--- src/rtl/speed_map_commit.sv ---
module speed_map_commit #(
  parameter int ENGINES = 4,
  parameter int GROUPS = 3,
  parameter int GW = 4,
  localparam int EW = GROUPS * GW,
  localparam int NP = ENGINES * EW,
  localparam int EIW = (ENGINES > 1) ? $clog2(ENGINES) : 1
) (
  input  logic           clk,
  input  logic           rst_n,
  input  logic           wr_en,
  input  logic [EIW-1:0] wr_eng,
  input  logic [EW-1:0]  wr_speed,
  input  logic           commit,
  output logic [NP-1:0]  active_speed,
  output logic           done,
  output logic           accepted,
  output logic [ENGINES-1:0] bad_engines,
  output logic [NP-1:0]  changed
);

  logic [NP-1:0] staged;
  logic [ENGINES-1:0] eng_bad;

  for (genvar e = 0; e < ENGINES; e++) begin : g_eng
    logic [EW-1:0] s;
    logic [GROUPS-1:0] uni, hi;
    assign s = staged[e*EW +: EW];
    for (genvar g = 0; g < GROUPS; g++) begin : g_grp
      assign hi[g]  = &s[g*GW +: GW];
      assign uni[g] = hi[g] | ~|s[g*GW +: GW];
    end
    assign eng_bad[e] = ~&uni | ~(hi[0] | ~|hi[GROUPS-1:1]);

    always_ff @(posedge clk) begin
      if (!rst_n) staged[e*EW +: EW] <= '1;
      else if (wr_en && wr_eng == EIW'(e)) staged[e*EW +: EW] <= wr_speed;
    end
  end

  wire ok = ~|eng_bad;

  always_ff @(posedge clk) begin
    if (!rst_n) begin
      active_speed <= '1;
      done <= 1'b0;
      accepted <= 1'b0;
      bad_engines <= '0;
      changed <= '0;
    end else begin
      done <= commit;
      accepted <= commit & ok;
      bad_engines <= commit ? eng_bad : '0;
      changed <= (commit && ok) ? (active_speed ^ staged) : '0;
      if (commit && ok) active_speed <= staged;
    end
  end

  function automatic logic map_legal(input logic [NP-1:0] m);
    logic r;
    r = 1'b1;
    for (int e = 0; e < ENGINES; e++) begin
      for (int g = 0; g < GROUPS; g++) begin
        if (m[e*EW + g*GW +: GW] != '0 && m[e*EW + g*GW +: GW] != '1) r = 1'b0;
        if (g > 0 && m[e*EW] == 1'b0 && m[e*EW + g*GW] == 1'b1) r = 1'b0;
      end
    end
    return r;
  endfunction


  live_move_chk: assert property (@(posedge clk) disable iff (!rst_n)
    !$stable(active_speed) |-> done && accepted);

  reject_hold_chk: assert property (@(posedge clk) disable iff (!rst_n)
    done && !accepted |-> bad_engines != '0 && $stable(active_speed));

  done_src_chk: assert property (@(posedge clk) disable iff (!rst_n)
    done |-> $past(commit));

  accept_clean_chk: assert property (@(posedge clk) disable iff (!rst_n)
    accepted |-> done && bad_engines == '0);

  change_idle_chk: assert property (@(posedge clk) disable iff (!rst_n)
    !(done && accepted) |-> changed == '0);

  change_diff_chk: assert property (@(posedge clk) disable iff (!rst_n)
    done && accepted |-> changed == (active_speed ^ $past(active_speed)));

  live_legal_chk: assert property (@(posedge clk) disable iff (!rst_n)
    map_legal(active_speed));

endmodule

--- config.mk ---
export PLATFORM = sky130hd
export DESIGN_NAME = speed_map_commit
export DESIGN_NICKNAME = d
export VERILOG_FILES = /design/src/rtl/speed_map_commit.sv
export SDC_FILE = /design/constraint.sdc
export NUM_CORES = 1
export LEC_CHECK = 0
export ABC_AREA = 1
export BUFFER_PORTS_ARGS = -buffer_cell sky130_fd_sc_hd__buf_2
export CAP_MARGIN = 30
export CORE_MARGIN = 2
export CORE_UTILIZATION = 60
export CTS_BUF_LIST = sky130_fd_sc_hd__clkbuf_4
export CTS_CLUSTER_SIZE = 8
export DETAILED_ROUTE_END_ITERATION = 12
export GPL_ROUTABILITY_DRIVEN = 0
export PLACE_DENSITY = 0.93
export SYNTH_ARGS = -nofsm -noshare
export SYNTH_HDL_FRONTEND = slang
export SYNTH_SLANG_ARGS = --single-unit
--- constraint.sdc ---
create_clock -name clk -period 4.6 [get_ports clk]
set_input_delay 0.92 -clock clk [delete_from_list [all_inputs] [get_ports clk]]
set_output_delay 0.92 -clock clk [all_outputs]
set_load 0.02 [all_outputs]
# After elaboration in Yosys (flattened, before gate mapping)
# Index checks and enable logic that the tools add are counted.
# classes
n_addsub	0
multipliers	0
div	0
n_lt_le_gt_ge	0
n_eq_ne	3
n_shift	0
n_mux	0
bitwise	26
n_reduce_logical	62
# op_table
op	count
$reduce_or A4 Y1	13
$reduce_and A4 Y1	12
$xor A48 B48 Y48	1
$logic_not A1 Y1	21
$or A1 B1 Y1	20
$reduce_and A3 Y1	4
$reduce_or A2 Y1	4
$logic_and A1 B1 Y1	5
$eq A2 B2 Y1 const B	2
$not A1 Y1	4
$reduce_and A2 Y1	2
$eq A2 B1 Y1 const B	1
$logic_not A2 Y1	1
$and A1 B1 Y1	1
# word_totals
reg_bits	150
latchBits	0
ram_bits	0
rom_bits	0
in_bits	18
output_inout_bits	102
elab_cells	100
mem_count	0

# Depth between registers and ports, before layout
# Gate-level depths: netlist (run 1).
# logic_depth
word_depth	10
ltp_mapped	13
ltp_nobuf	11

# Worst setup path after synthesis (run 1)
# OpenSTA, ideal clock, no wires.
# synth_path
kind	input to register
start	input rst_n
end	register staged[0] (netlist: g_eng[0].s[0])
setup_time_ns	0.134
t_arrival_ns	1.806
t_required_ns	4.466
path_slack_ns	2.660
stages	4
path_buffers	3
cell_sequence	clkbuf_1 > clkbuf_1 > clkbuf_1 > nand3_1
# synth_lines
element	line	source
start, declared	10	input logic rst_n,
end signal, assigned by index	37	else if (wr_en && wr_eng == EIW'(e)) staged[e*EW +: EW] <= wr_speed;
end, declared	22	logic [NP-1:0] staged;
# No word-level cell between the ends.

# Worst setup path in the final report (run 1)
# layout_path
start	register staged[21] (netlist: g_eng[1].s[9])
end	register active_speed[12]
# layout_via
elab_chain_len	9
word_cells_on_any_way	14
classes_between	4 x bitwise; 10 x reduce/logical
# layout_rtl
element	line	source
$reduce_or A4 Y1 or $reduce_and A4 Y1 (tied branches)	31, 30	
$logic_not A1 Y1 or $reduce_or A2 Y1 (tied branches)	31, 33	
$or A1 B1 Y1 or $logic_not A1 Y1 (tied branches)	31, 33	
$reduce_and A3 Y1 or $or A1 B1 Y1 (tied branches)	33	assign eng_bad[e] = ~&uni | ~(hi[0] | ~|hi[GROUPS-1:1]);
$logic_not A1 Y1 or $not A1 Y1 (tied branches)	33	
$or A1 B1 Y1 *	33	
$reduce_or A4 Y1 *	41	wire ok = ~|eng_bad;
$logic_not A1 Y1 *	41	
$logic_and A1 B1 Y1 *	55	if (commit && ok) active_speed <= staged;
end signal, assigned	55	
end, declared	15	output logic [NP-1:0] active_speed,
# Every way passes the cells marked *; elsewhere a longest branch is shown, timed or not.
# A chain may end at the register's enable or synchronous reset.

==> out/results.md, run 1 <==
| Result | Reported | Unit |
|---|---|---|
| Die Span X | 99.3 | um |
| Worst relative slew slack | 33.8 | % |
| Number of antenna violations at the first check in global routing | 0 | - |
| Synth warn | 0 | - |
| Share of the synthesized netlist area taken by xor and xnor gates | 7.72 | % |
| Final cell count without fillers | 880 | - |
| Clock latency on the worst-skew pair | 550 | ps |
| Total of endpoints with negative setup slack in the final report | 0 | - |
| Unique masters post-synth | 23 | - |
| Height of the die | 99.3 | um |
| Fill cell count | 602 | - |
| Setup ws final | 1870 | ps |
| Pwr Density | 392 | mW/mm^2 |
| Period minus WS final | 2730 | ps |
| Die Footprint | 0.00985 | mm^2 |
| CP Data Arrival Time | 3120 | ps |
| Post-synthesis mux area share | 0 | % |
| Floorplan core area | 0.00876 | mm^2 |
| Worst hold margin | 502 | ps |
| Mapped Avg Cell Area | 8.43 | um^2 |
| Net count of the mapped netlist | 664 | - |
| Library cell with the largest summed area after synthesis | sky130_fd_sc_hd__dfxtp_1 | - |
| Clock edge transition at the registers on the reported setup and hold paths | 130 | ps |
| Standard-cell row count | 34 | - |
| Number of hold violations in the final report | 0 | - |
| Critical hold path startpoint | active_speed[19] | - |
| Cell area after layout | 0.00643 | mm^2 |
| Reg-to-reg critical path startpoint | g_eng[1].s[9] | - |
| Cells taking the most area after synthesis | sky130_fd_sc_hd__dfxtp_1 55%, sky130_fd_sc_hd__nand2_1 13%, sky130_fd_sc_hd__nand3_1 9.7%, sky130_fd_sc_hd__xnor2_1 7.7%, sky130_fd_sc_hd__nor2_1 4.3% | - |
| Clock buffers created by TritonCTS | 17 | - |
| GRT Resource Usage Total | 27.8 | % |
| Simple-gate area share of the yosys netlist | 31.5 | % |
| Peak supply drop | 209 | uV |
| Input/output buffers | 119 | - |
| Hold Path Cell Cnt | 2 | - |
| I/O pins | 120 | - |
| Compound-gate portion of the synthesized area | 0.827 | % |
| Ant. Diodes | 0 | - |
| DPL Wire Length | 9140 | um |
| Run status | complete, no violations | - |
| Dpl cell area | 0.00606 | mm^2 |
| Vias in the first global route | 4,572 | - |
| Maximum number of pins on one net before global-route repair | 98 | - |
| RSZ-0062 raised after global routing | no | - |
| Gate Count Post-Synth | 646 | - |
| Via density | 5.55 | - |
| Initial Utilization | 62.1 | % |
| Transition time at the pin with the least slew margin | 993 | ps |
| DRC marker count from the first detailed-route iteration | 421 | - |
| Setup bufs post-CTS | 0 | - |
| Remaining routing DRC violations | 0 | - |
| Final period util | 59.4 | % |
| Fraction of final layout cells with drive strength greater than 1 | 23.6 | % |
| Number of buffers on the longest clock path | 2 | - |
| Origin of the worst setup path | g_eng[1].s[9] | - |
| Leakage power of the design | 3.17 | nW |
| Worst setup SP type | register | - |
| Share of synthesized cell area in full adder, half adder and majority cells | 0 | % |
| Worst Path Max Fanout | 48 | - |
| CP Capture Type | register | - |
| Number of nets in the layout | 777 | - |
| Sequential cell area fraction in the yosys report | 55.2 | % |
| Required @ worst endpoint | 4990 | ps |
| Library cell used as clock root buffer | sky130_fd_sc_hd__clkbuf_4 | - |
| Total power consumption of the routed design | 2.52 | mW |
| Achievable Freq | 366 | MHz |
| Post-cts resize count | 0 | - |
| Routed length per placed instance | 15.5 | um |
| Clock tree from TritonCTS | yes | - |
| Type of the worst min-delay path | register to register | - |
| Final Max Tran Viols | 0 | - |
| Synthesis-to-layout area growth | 18.1 | % |
| Final-layout setup total negative slack | 0 | ps |
| Area of the mapped netlist | 0.00544 | mm^2 |
| Number of sinks handled by clock tree synthesis | 150 | - |
| Detailed-route wire length | 13,600 | um |
| Count of nets left with antenna violations after detail routing | 0 | - |
| Dpl ws | 1990 | ps |
| Count of hold-fix buffers inserted at cts | 0 | - |
| Global route overflow | 0 | - |
| Max cap viols | 0 | - |
| R2R depth | 9 | - |
| Cell total after placement | 847 | - |
| Share of the synthesized area in the top cell type | 55.2 | % |
| Depth of the CTS H-tree | 4 | - |
| Via count of the routed design | 4,888 | - |
| Main combinational cell family by area after synthesis | simple AND/OR/NAND/NOR gates | - |
| Register bit total from synthesis | 150 | - |
| Wire length of the first global-routing pass | 21,700 | um |
| Drt first pass iters | 6 | - |
| Final setup skew | 13.1 | ps |
| Final Core Density | 73.4 | % |
| Class of the most critical setup path | register to register | - |
-- power breakdown --
group / switching (mW) / leakage, nW / internal, mW
Sequential: 0.0349 / 1.22 / 1.33
Clock: 0.477 / 0.182 / 0.491
Combinational: 0.127 / 1.76 / 0.0618
-- cell usage in the layout, fill, tap and decap left out, types with 3 or more instances in the layout --
cell / instances
sky130_fd_sc_hd__buf_2: 119
sky130_fd_sc_hd__buf_4: 4
sky130_fd_sc_hd__o211ai_1: 4
sky130_fd_sc_hd__nand4_1: 8
sky130_fd_sc_hd__inv_1: 17
sky130_fd_sc_hd__nor2_4: 10
sky130_fd_sc_hd__bufinv_16: 5
sky130_fd_sc_hd__dfxtp_1: 150
sky130_fd_sc_hd__inv_6: 3
sky130_fd_sc_hd__nand2_1: 184
sky130_fd_sc_hd__nor2_1: 63
sky130_fd_sc_hd__clkbuf_4: 17
sky130_fd_sc_hd__nor3_1: 3
sky130_fd_sc_hd__nand3_1: 106
sky130_fd_sc_hd__xnor2_1: 48
sky130_fd_sc_hd__a21oi_1: 3
sky130_fd_sc_hd__inv_2: 9
-- area by class of cell --
type                    instances  area, um^2  share of cell area, %
multi-input cells             439        2190                   34.1
flip-flops and latches        150        3000                   46.7
repair buffers                124         646                   10.0
well taps                     108         135                   2.10
clock buffers                  17         128                   1.99
clock inverters                15         225                   3.50
inverters                      27         101                   1.58
-- worst max-delay path, cell delays in order, from the launching register on --
cell and delay (ps):
sky130_fd_sc_hd__dfxtp_1 450, sky130_fd_sc_hd__nand4_1 160, sky130_fd_sc_hd__nand2_1 110, sky130_fd_sc_hd__nand2_1 90
sky130_fd_sc_hd__inv_2 70, sky130_fd_sc_hd__nand2_2 60, sky130_fd_sc_hd__nor2_2 520, sky130_fd_sc_hd__nand2_2 680
sky130_fd_sc_hd__nand2_1 290, sky130_fd_sc_hd__nand3_1 120
-- sequential cells by signal (all words and copies together), names as in the netlist --
register,cells
active_speed,48
changed,48
g_eng.s,48
bad_engines,4
accepted,1
done,1
-- metal layers --
layer	wire, um	track usage, %	up-vias
met5	0	0	-
met4	701	15.6	0
met3	1370	7.10	82
met2	6460	45.9	279
met1	5110	33.1	2236
li1	-	-	2291
-- cells by family after synthesis --
group / count (synthesis)
buffers and inverters: 57
AND/OR/NAND/NOR: 384
flip-flops: 150
XOR/XNOR: 48
AO/OA/AOI/OAI: 7
-- path summary, 6_finish.rpt --
kind | endpoint | slack, ps
setup / recovery | active_speed[12] | 1870
hold / removal | active_speed[19] | 500
setup reg to reg | active_speed[12] | 1870
hold reg to reg | active_speed[19] | 500
-- synthesized netlist by cell type (all sizes together) --
cell type / number
nand4: 9
clkbuf: 19
buf: 11
nor3: 4
nand3: 108
a21oi: 3
nand2: 186
inv: 26
xnor2: 48
and2: 1
nand3b: 1
clkinv: 1
nor2: 75
dfxtp: 150
o211ai: 4
Note: power is estimated with default switching activity, not from simulation.
==> run 2, diff against run 1 <==
--- a/config.mk
+++ b/config.mk
@@ -9,12 +9,12 @@
 export BUFFER_PORTS_ARGS = -buffer_cell sky130_fd_sc_hd__buf_2
 export CAP_MARGIN = 30
 export CORE_MARGIN = 2
-export CORE_UTILIZATION = 60
+export CORE_UTILIZATION = 50
 export CTS_BUF_LIST = sky130_fd_sc_hd__clkbuf_4
 export CTS_CLUSTER_SIZE = 8
 export DETAILED_ROUTE_END_ITERATION = 12
 export GPL_ROUTABILITY_DRIVEN = 0
-export PLACE_DENSITY = 0.93
+export PLACE_DENSITY = 0.83
 export SYNTH_ARGS = -nofsm -noshare
 export SYNTH_HDL_FRONTEND = slang
 export SYNTH_SLANG_ARGS = --single-unit
==> constraint.sdc (replaced) <==
create_clock -name clk -period 2.42 [get_ports clk]
set_input_delay 0.484 -clock clk [delete_from_list [all_inputs] [get_ports clk]]
set_output_delay 0.484 -clock clk [all_outputs]
set_load 0.02 [all_outputs]
==> run 2 against run 1 <==
  * Combinational power rose by 86%
  * Clock-buffer cell count rose by 1
  * Register-to-register slack got worse by 1400 ps
  * First-iteration DRC count fell by 42%
  * Sequential power rose by 90%
  * Cell area rose by 0.62%
  * Clock skew rose by 2.7 ps
  * Critical endpoint is now changed[3]
  * Via count fell by 7.9%
  * Cell count rose by 4.0%
  * Power rose by 84%
  * Wire length fell by 6.8%
  * Worst hold slack got worse by 230 ps
  * Largest power group unchanged
==> out/results.md, run 2 (same netlist as run 1, synthesis figures left out) <==
| Result | Reported | Unit | Delta |
|---|---|---|---|
| Setup bufs post-CTS | 0 | - | unchanged |
| Maximum number of pins on one net before global-route repair | 50 | - | was 98 |
| Wire length of the first global-routing pass | 20,000 | um | was 21,700 um |
| Via count of the routed design | 4,500 | - | was 4,888 |
| Required @ worst endpoint | 2790 | ps | was 4990 ps |
| Global route overflow | 0 | - | unchanged |
| Height of the die | 108 | um | was 99.3 um |
| Reg-to-reg critical path startpoint | g_eng[0].s[8] | - | was g_eng[1].s[9] |
| Ant. Diodes | 0 | - | unchanged |
| Count of nets left with antenna violations after detail routing | 0 | - | unchanged |
| Final-layout setup total negative slack | 0 | ps | unchanged |
| Floorplan core area | 0.0107 | mm^2 | was 0.00876 mm^2 |
| GRT Resource Usage Total | 22.3 | % | was 27.8% |
| Via density | 4.92 | - | was 5.55 |
| M2 GR Usage | 36.4 | % | was 45.9% |
| R2R depth | 8 | - | was 9 |
| Final setup skew | 15.8 | ps | was 13.1 ps |
| Achievable Freq | 525 | MHz | was 366 MHz |
| Fill cell count | 986 | - | was 602 |
| Remaining routing DRC violations | 0 | - | unchanged |
| Number of antenna violations at the first check in global routing | 0 | - | unchanged |
| Detailed-route wire length | 12,700 | um | was 13,600 um |
| Clock latency on the worst-skew pair | 510 | ps | was 550 ps |
| Standard-cell row count | 38 | - | was 34 |
| Post-cts resize count | 0 | - | unchanged |
| Worst Path Max Fanout | 49 | - | was 48 |
| Number of sinks handled by clock tree synthesis | 150 | - | unchanged |
| Clock tree from TritonCTS | yes | - | unchanged |
| Multi-input gate area | 0.00219 | mm^2 | unchanged |
| Critical hold path startpoint | wr_speed[1] | - | was active_speed[19] |
| Most heavily used metal layer in global routing | met2 | - | unchanged |
| DPL Wire Length | 8690 | um | was 9140 um |
| Vias in the first global route | 4,075 | - | was 4,572 |
| Endpoint, Worst Hold | g_eng[3].s[1] | - | was active_speed[19] |
| Clock buffers created by TritonCTS | 17 | - | unchanged |
| Drt first pass iters | 4 | - | was 6 |
| Class of the most critical setup path | register to register | - | unchanged |
| CP Data Arrival Time | 2280 | ps | was 3120 ps |
| Count of hold-fix buffers inserted at cts | 0 | - | unchanged |
| Clock edge transition at the registers on the reported setup and hold paths | 130 | ps | about the same |
| Hold Path Cell Cnt | 3 | - | was 2 |
| Run status | complete, no violations | - | unchanged |
| Max cap viols | 0 | - | unchanged |
| Worst reg2reg path endpoint | changed[3] | - | was active_speed[12] |
| Input/output buffers | 119 | - | unchanged |
| Die Footprint | 0.0117 | mm^2 | was 0.00985 mm^2 |
| Worst relative slew slack | 52.9 | % | was 33.8% |
| Most common cell after layout, fill and taps aside | sky130_fd_sc_hd__nand2_1 | - | unchanged |
| Final period util | 78.8 | % | was 59.4% |
| Met1 usage in global routing | 28.7 | % | was 33.1% |
| Peak supply drop | 331 | uV | was 209 uV |
| Type of the worst min-delay path | primary input to register | - | was register to register |
| Die Span X | 108 | um | was 99.3 um |
| Worst setup SP type | register | - | unchanged |
| Synthesis-to-layout area growth | 18.8 | % | was 18.1% |
| I/O pins | 120 | - | unchanged |
| Worst hold margin | 277 | ps | was 502 ps |
| Routed length per placed instance | 13.9 | um | was 15.5 um |
| Number of nets in the layout | 782 | - | was 777 |
| Depth of the CTS H-tree | 4 | - | unchanged |
| Transition time at the pin with the least slew margin | 707 | ps | was 993 ps |
| Number of hold violations in the final report | 0 | - | unchanged |
| Fraction of final layout cells with drive strength greater than 1 | 24.0 | % | was 23.6% |
| Leakage power of the design | 3.17 | nW | about the same |
| CP Capture Type | register | - | unchanged |
| Period minus WS final | 1910 | ps | was 2730 ps |
| Total of endpoints with negative setup slack in the final report | 0 | - | unchanged |
| Library cell used as clock root buffer | sky130_fd_sc_hd__clkbuf_4 | - | unchanged |
| GR Util met3 | 5.79 | % | was 7.10% |
| Pwr Density | 715 | mW/mm^2 | was 392 mW/mm^2 |
| Initial Utilization | 50.7 | % | was 62.1% |
| Register-to-register setup slack | 510 | ps | was 1870 ps |
| Number of buffers on the longest clock path | 2 | - | unchanged |
| Sequential Area | 0.00300 | mm^2 | unchanged |
| RSZ-0062 raised after global routing | no | - | unchanged |
| DRC marker count from the first detailed-route iteration | 245 | - | was 421 |
| Most used cells in the layout excluding fill and tap cells | 184 x sky130_fd_sc_hd__nand2_1, 150 x sky130_fd_sc_hd__dfxtp_1, 119 x sky130_fd_sc_hd__buf_2, 106 x sky130_fd_sc_hd__nand3_1, 63 x sky130_fd_sc_hd__nor2_1 | - | unchanged |
| Final Max Tran Viols | 0 | - | unchanged |
[run 2: cell types whose count changed in the layout (fill, tap and decap cells not counted)]
cell                        previous run  this run
sky130_fd_sc_hd__clkbuf_4             17        18
sky130_fd_sc_hd__buf_4                 4         9
sky130_fd_sc_hd__inv_6                 3         1
sky130_fd_sc_hd__inv_8                 1         0
sky130_fd_sc_hd__clkinv_1              2         1
sky130_fd_sc_hd__clkinv_4              1         3
sky130_fd_sc_hd__bufinv_16             5         4
[run 2: how the worst max path moves through the flow]
stage	endpoint	from	depth (start not counted)	slack, ps
final	changed[3]	g_eng[0].s[8]	8	510
after global routing	changed[15]	g_eng[2].s[4]	10	290
after CTS	changed[5]	g_eng[0].s[8]	8	500
after detailed placement	changed[5]	g_eng[3].s[10]	10	540
after global placement	active_speed[8]	g_eng[2].s[4]	12	650
after floorplan	g_eng[0].s[0]	rst_n	4	920
[run 2: worst max-delay path, cell delays in order (launching register included)]
cell                       delay [ps]
sky130_fd_sc_hd__dfxtp_1          440
sky130_fd_sc_hd__nand4_1          170
sky130_fd_sc_hd__nand3b_1         120
sky130_fd_sc_hd__nand2_1           70
sky130_fd_sc_hd__nand2_1          140
sky130_fd_sc_hd__nor2_2            70
sky130_fd_sc_hd__nand4_4           60
sky130_fd_sc_hd__buf_4            560
sky130_fd_sc_hd__nor2_1           110
[run 2: final cells by class]
class                           count  share of cell area (%)
Sequential cell                   150                    46.4
Multi-Input combinational cell    439                    33.9
Timing Repair Buffer              129                    10.6
Clock inverter                     12                    2.79
Tap cell                          140                    2.71
Clock buffer                       18                    2.09
Inverter                           27                    1.57
[run 2: stage by stage]
step                cells  setup WS [ps]  area (um^2)  power (mW)  utilization [%]
global placement      885            647         6150        2.98             57.3
detailed placement    885            540         6150        2.99             57.3
floorplan             646            916         5440        2.87                -
finish                915            514         6470        4.63             60.2
global route          915            292         6470        4.82             60.2
CTS                   915            496         6470        4.66             60.2
[run 2: routing by layer]
layer | up-vias | share of wire, %
met4 | 0 | 1.5
met2 | 145 | 47
met5 | - | 0
li1 | 2289 | -
met1 | 2051 | 44
met3 | 15 | 7.6
[run 2: power breakdown]
part,total (mW),switching (mW),leakage (nW),internal [mW]
logic,0.351,0.229,1.79,0.122
clock network,1.69,0.865,0.164,0.825
registers,2.59,0.0625,1.22,2.52
total,4.63,1.16,3.17,3.47
==> run 3, diff against run 2 <==
--- a/config.mk
+++ b/config.mk
@@ -5,7 +5,7 @@
 export SDC_FILE = /design/constraint.sdc
 export NUM_CORES = 1
 export LEC_CHECK = 0
-export ABC_AREA = 1
+export ABC_AREA = 0
 export BUFFER_PORTS_ARGS = -buffer_cell sky130_fd_sc_hd__buf_2
 export CAP_MARGIN = 30
 export CORE_MARGIN = 2
@@ -14,7 +14,7 @@
 export CTS_CLUSTER_SIZE = 8
 export DETAILED_ROUTE_END_ITERATION = 12
 export GPL_ROUTABILITY_DRIVEN = 0
-export PLACE_DENSITY = 0.83
+export PLACE_DENSITY = 0.84
 export SYNTH_ARGS = -nofsm -noshare
 export SYNTH_HDL_FRONTEND = slang
 export SYNTH_SLANG_ARGS = --single-unit
==> constraint.sdc (replaced) <==
create_clock -name clk -period 1.7 [get_ports clk]
set_input_delay 0.34 -clock clk [delete_from_list [all_inputs] [get_ports clk]]
set_output_delay 0.34 -clock clk [all_outputs]
set_load 0.02 [all_outputs]
==> run 3 against run 2 <==
  * The run now ends with negative setup slack left
  * Core utilization is 14 points higher
  * First-iteration DRC count is 100% higher
  * Cell count is 1.9% higher
  * Via count is 15% higher
  * Non-clock buffer count is 81 higher
  * Die area is 4.2% lower
  * Synthesized area is 4.3% lower
  * Largest power group unchanged
==> out/results.md, run 3 <==
| Result | Reported | Unit | Delta |
|---|---|---|---|
| Run status | complete, but fails checks | - | was complete, no violations |
| Failing checks | negative setup slack | - |  |
| Cells taking the most area after synthesis | sky130_fd_sc_hd__dfxtp_1 58%, sky130_fd_sc_hd__xnor2_1 8.1%, sky130_fd_sc_hd__nand2_1 7.1%, sky130_fd_sc_hd__nand3_1 4.9%, sky130_fd_sc_hd__a21oi_1 4.4% | - | was sky130_fd_sc_hd__dfxtp_1 55%, sky130_fd_sc_hd__nand2_1 13%, sky130_fd_sc_hd__nand3_1 9.7%, sky130_fd_sc_hd__xnor2_1 7.7%, sky130_fd_sc_hd__nor2_1 4.3% |
| Most used cells in the layout excluding fill and tap cells | 144 x sky130_fd_sc_hd__dfxtp_1, 119 x sky130_fd_sc_hd__buf_2, 98 x sky130_fd_sc_hd__nand2_1, 72 x sky130_fd_sc_hd__buf_4, 51 x sky130_fd_sc_hd__nand3_1 | - | was 184 x sky130_fd_sc_hd__nand2_1, 150 x sky130_fd_sc_hd__dfxtp_1, 119 x sky130_fd_sc_hd__buf_2, 106 x sky130_fd_sc_hd__nand3_1, 63 x sky130_fd_sc_hd__nor2_1 |
| Achievable Freq | 407 | MHz | was 525 MHz |
| GRT Resource Usage Total | 28.5 | % | was 22.3% |
| Final setup skew | 31.8 | ps | was 15.8 ps |
| Fraction of final layout cells with drive strength greater than 1 | 42.0 | % | was 24.0% |
| Wire length of the first global-routing pass | 24,600 | um | was 20,000 um |
| R2R depth | 7 | - | was 8 |
| Type of the worst min-delay path | primary input to register | - | unchanged |
| Total power consumption of the routed design | 6.90 | mW | was 4.63 mW |
| Input/output buffers | 119 | - | unchanged |
| Number of nets in the layout | 802 | - | was 782 |
| Unique masters post-synth | 28 | - | was 23 |
| Hold Path Cell Cnt | 3 | - | unchanged |
| Library cell used as clock root buffer | sky130_fd_sc_hd__clkbuf_4 | - | unchanged |
| CP Capture Type | register | - | unchanged |
| Count of nets left with antenna violations after detail routing | 0 | - | unchanged |
| Clock latency on the worst-skew pair | 570 | ps | was 510 ps |
| Asr flop ratio synth | 0 | % | unchanged |
| Detailed-route wire length | 16,800 | um | was 12,700 um |
| Final Core Density | 73.9 | % | was 60.2% |
| Height of the die | 106 | um | was 108 um |
| Setup ws final | -756 | ps | was 514 ps |
| CP Data Arrival Time | 2890 | ps | was 2280 ps |
| Maximum number of pins on one net before global-route repair | 49 | - | was 50 |
| Primary flip-flop cell chosen by synthesis mapping | sky130_fd_sc_hd__dfxtp_1 | - | unchanged |
| Register bit total from synthesis | 150 | - | unchanged |
| Vias in the first global route | 4,988 | - | was 4,075 |
| Final period util | 144 | % | was 78.8% |
| Worst reg2reg path endpoint | active_speed[4] | - | was changed[3] |
| Number of antenna violations at the first check in global routing | 0 | - | unchanged |
| Library cell with the largest summed area after synthesis | sky130_fd_sc_hd__dfxtp_1 | - | unchanged |
| Remaining routing DRC violations | 0 | - | unchanged |
| Max cap viols | 0 | - | unchanged |
| Final Max Tran Viols | 0 | - | unchanged |
| Synthesis-to-layout area growth | 45.1 | % | was 18.8% |
| Number of buffers on the longest clock path | 2 | - | unchanged |
| Area of the mapped netlist | 0.00521 | mm^2 | was 0.00544 mm^2 |
| Net count of the mapped netlist | 601 | - | was 664 |
| Worst Path Max Fanout | 6 | - | was 49 |
| Die Span X | 106 | um | was 108 um |
| Critical path, cell by cell | or4_4 > a22o_4 > a2111o_1 > buf_6 > nor4_1 > buf_4 > a21oi_1 | - | was nand4_1 > nand3b_1 > nand2_1 > nand2_1 > nor2_2 > nand4_4 > buf_4 > nor2_1 |
| Ant. Diodes | 0 | - | unchanged |
| Most instantiated library cell after synthesis | sky130_fd_sc_hd__dfxtp_1 | - | was sky130_fd_sc_hd__nand2_1 |
| DRC marker count from the first detailed-route iteration | 493 | - | was 245 |
| Die Footprint | 0.0112 | mm^2 | was 0.0117 mm^2 |
| Transition time at the pin with the least slew margin | 910 | ps | was 707 ps |
| Endpoint, Worst Hold | g_eng[3].s[2] | - | was g_eng[3].s[1] |
| Gate Count Post-Synth | 583 | - | was 646 |
| Required @ worst endpoint | 2140 | ps | was 2790 ps |
| Clock tree from TritonCTS | yes | - | unchanged |
| Period minus WS final | 2460 | ps | was 1910 ps |
| Drt first pass iters | 5 | - | was 4 |
| Routed length per placed instance | 18.1 | um | was 13.9 um |
| Global route overflow | 0 | - | unchanged |
| Standard-cell row count | 37 | - | was 38 |
| Clock edge transition at the registers on the reported setup and hold paths | 140 | ps | was 130 ps |
| Mapped Avg Cell Area | 8.93 | um^2 | was 8.43 um^2 |
| Clock buffers created by TritonCTS | 17 | - | unchanged |
| Pwr Density | 913 | mW/mm^2 | was 715 mW/mm^2 |
| Peak supply drop | 487 | uV | was 331 uV |
| Cell family with most CP delay | simple AND/OR/NAND/NOR gates | - | unchanged |
| Number of enable-type register cells in the synthesized netlist | 0 | - | unchanged |
| Most common cell after layout, fill and taps aside | sky130_fd_sc_hd__dfxtp_1 | - | was sky130_fd_sc_hd__nand2_1 |
| Critical hold path startpoint | wr_speed[2] | - | was wr_speed[1] |
| Via density | 5.55 | - | was 4.92 |
| Floorplan core area | 0.0102 | mm^2 | was 0.0107 mm^2 |
| Synth warn | 0 | - | unchanged |
| Total of endpoints with negative setup slack in the final report | 98 | - | was 0 |
| Initial Utilization | 50.9 | % | was 50.7% |
| Number of sinks handled by clock tree synthesis | 150 | - | unchanged |
| Stage delay of the slowest cell on the critical path | 540 | ps | was 560 ps |
| DPL Wire Length | 9950 | um | was 8690 um |
| RSZ-0062 raised after global routing | yes | - | was no |
| Register-to-register setup slack | -760 | ps | was 510 ps |
| Count of hold-fix buffers inserted at cts | 0 | - | unchanged |
| Via count of the routed design | 5,170 | - | was 4,500 |
| Worst setup SP type | register | - | unchanged |
| Leakage power of the design | 3.70 | nW | was 3.17 nW |
| I/O pins | 120 | - | unchanged |
| Buf/Inv on CP | 2 | - | was 1 |
| Sequential cell area fraction in the yosys report | 57.7 | % | was 55.2% |
| Reg-to-reg critical path startpoint | g_eng[0].s[10] | - | was g_eng[0].s[8] |
| Share of the synthesized area in the top cell type | 57.7 | % | was 55.2% |
| Number of hold violations in the final report | 0 | - | unchanged |
| Synth cell count leaders | 150 x sky130_fd_sc_hd__dfxtp_1, 98 x sky130_fd_sc_hd__nand2_1, 55 x sky130_fd_sc_hd__nor2_1, 51 x sky130_fd_sc_hd__inv_1, 51 x sky130_fd_sc_hd__nand3_1 | - | was 184 x sky130_fd_sc_hd__nand2_1, 150 x sky130_fd_sc_hd__dfxtp_1, 106 x sky130_fd_sc_hd__nand3_1, 63 x sky130_fd_sc_hd__nor2_1, 48 x sky130_fd_sc_hd__xnor2_1 |
| Worst relative slew slack | 39.1 | % | was 52.9% |
| Depth of the CTS H-tree | 4 | - | unchanged |
| Class of the most critical setup path | register to register | - | unchanged |
| Cell type of the slowest stage on the worst timing path | sky130_fd_sc_hd__or4_4 | - | was sky130_fd_sc_hd__buf_4 |
-- run 3: changes by cell type in the layout (fill, tap and decap cells not counted), moves of 23 or more --
| cell | before | now |
|---|---|---|
| sky130_fd_sc_hd__a21oi_2 | 0 | 23 |
| sky130_fd_sc_hd__buf_4 | 9 | 72 |
| sky130_fd_sc_hd__inv_1 | 17 | 50 |
| sky130_fd_sc_hd__nand2_1 | 184 | 98 |
| sky130_fd_sc_hd__nand3_1 | 106 | 51 |
| sky130_fd_sc_hd__nor2_1 | 63 | 11 |
-- run 3: stage by stage --
step                area (um^2)  setup WS (ps)  hold slack, ps  setup TNS, ps  cells
CTS                        7300           -637            56.9         -45520    928
floorplan                  5380           -520             463         -32130    583
finish                     7560           -756            74.7         -57610    932
global placement           6580           -575             455         -37160    889
global route               7560           -803            84.6         -63450    932
detailed placement         6580           -642             464         -42570    889
-- run 3: worst reg2reg max path, stage by stage (launching register included) --
cell                       delay (ps)
sky130_fd_sc_hd__dfxtp_2          340
sky130_fd_sc_hd__or4_4            540
sky130_fd_sc_hd__a22o_4           290
sky130_fd_sc_hd__a2111o_1         460
sky130_fd_sc_hd__buf_6            190
sky130_fd_sc_hd__nor4_1           290
sky130_fd_sc_hd__buf_4            210
sky130_fd_sc_hd__a21oi_1           40
-- run 3: worst max path at each step --
stage                         startpoint          endpoint  slack (ps)  depth (start not counted)
after floorplan           g_eng[1].s[10]  active_speed[28]        -520                          7
after global placement    g_eng[2].s[11]  active_speed[16]        -580                          7
after detailed placement  g_eng[1].s[10]   active_speed[5]        -640                          6
after CTS                 g_eng[1].s[10]   active_speed[5]        -640                          6
after global routing      g_eng[0].s[10]   active_speed[4]        -800                          7
final                     g_eng[0].s[10]   active_speed[4]        -760                          7
-- run 3: layout make-up --
| class | instances | area (um^2) |
|---|---|---|
| flip-flops and latches | 150 | 3010 |
| fillers | 644 | 2670 |
| multi-input cells | 354 | 2390 |
| clock buffers | 21 | 158 |
| well taps | 136 | 170 |
| repair buffers | 210 | 1480 |
| inverters | 51 | 191 |
| clock inverters | 10 | 156 |
-- run 3: power breakdown --
| group | switching [mW] | internal, mW | total, mW |
|---|---|---|---|
| logic | 0.487 | 0.345 | 0.831 |
| registers | 0.0410 | 3.58 | 3.63 |
| clock network | 1.23 | 1.21 | 2.44 |
-- run 3: timing repair --
action / CTS / global route
gates cloned: 6 / 0
endpoints found under the setup margin: 97 / 99
buffers inserted: 2 / 5
pin swaps: 4 / 9
gates resized for setup: 63 / 66
-- run 3: cell families after synthesis --
kind of cell    share of synthesized area (%)
compound gates                           6.61
xor+xnor                                 8.07
buf+inv                                  6.03
flops                                    57.7
simple gates                             21.6
-- run 3: layer usage --
layer,share of wire [%],global-route usage [%]
met5,0,0
met4,5.2,16.5
met3,9.2,7.91
met2,48,47.5
met1,37,32.8
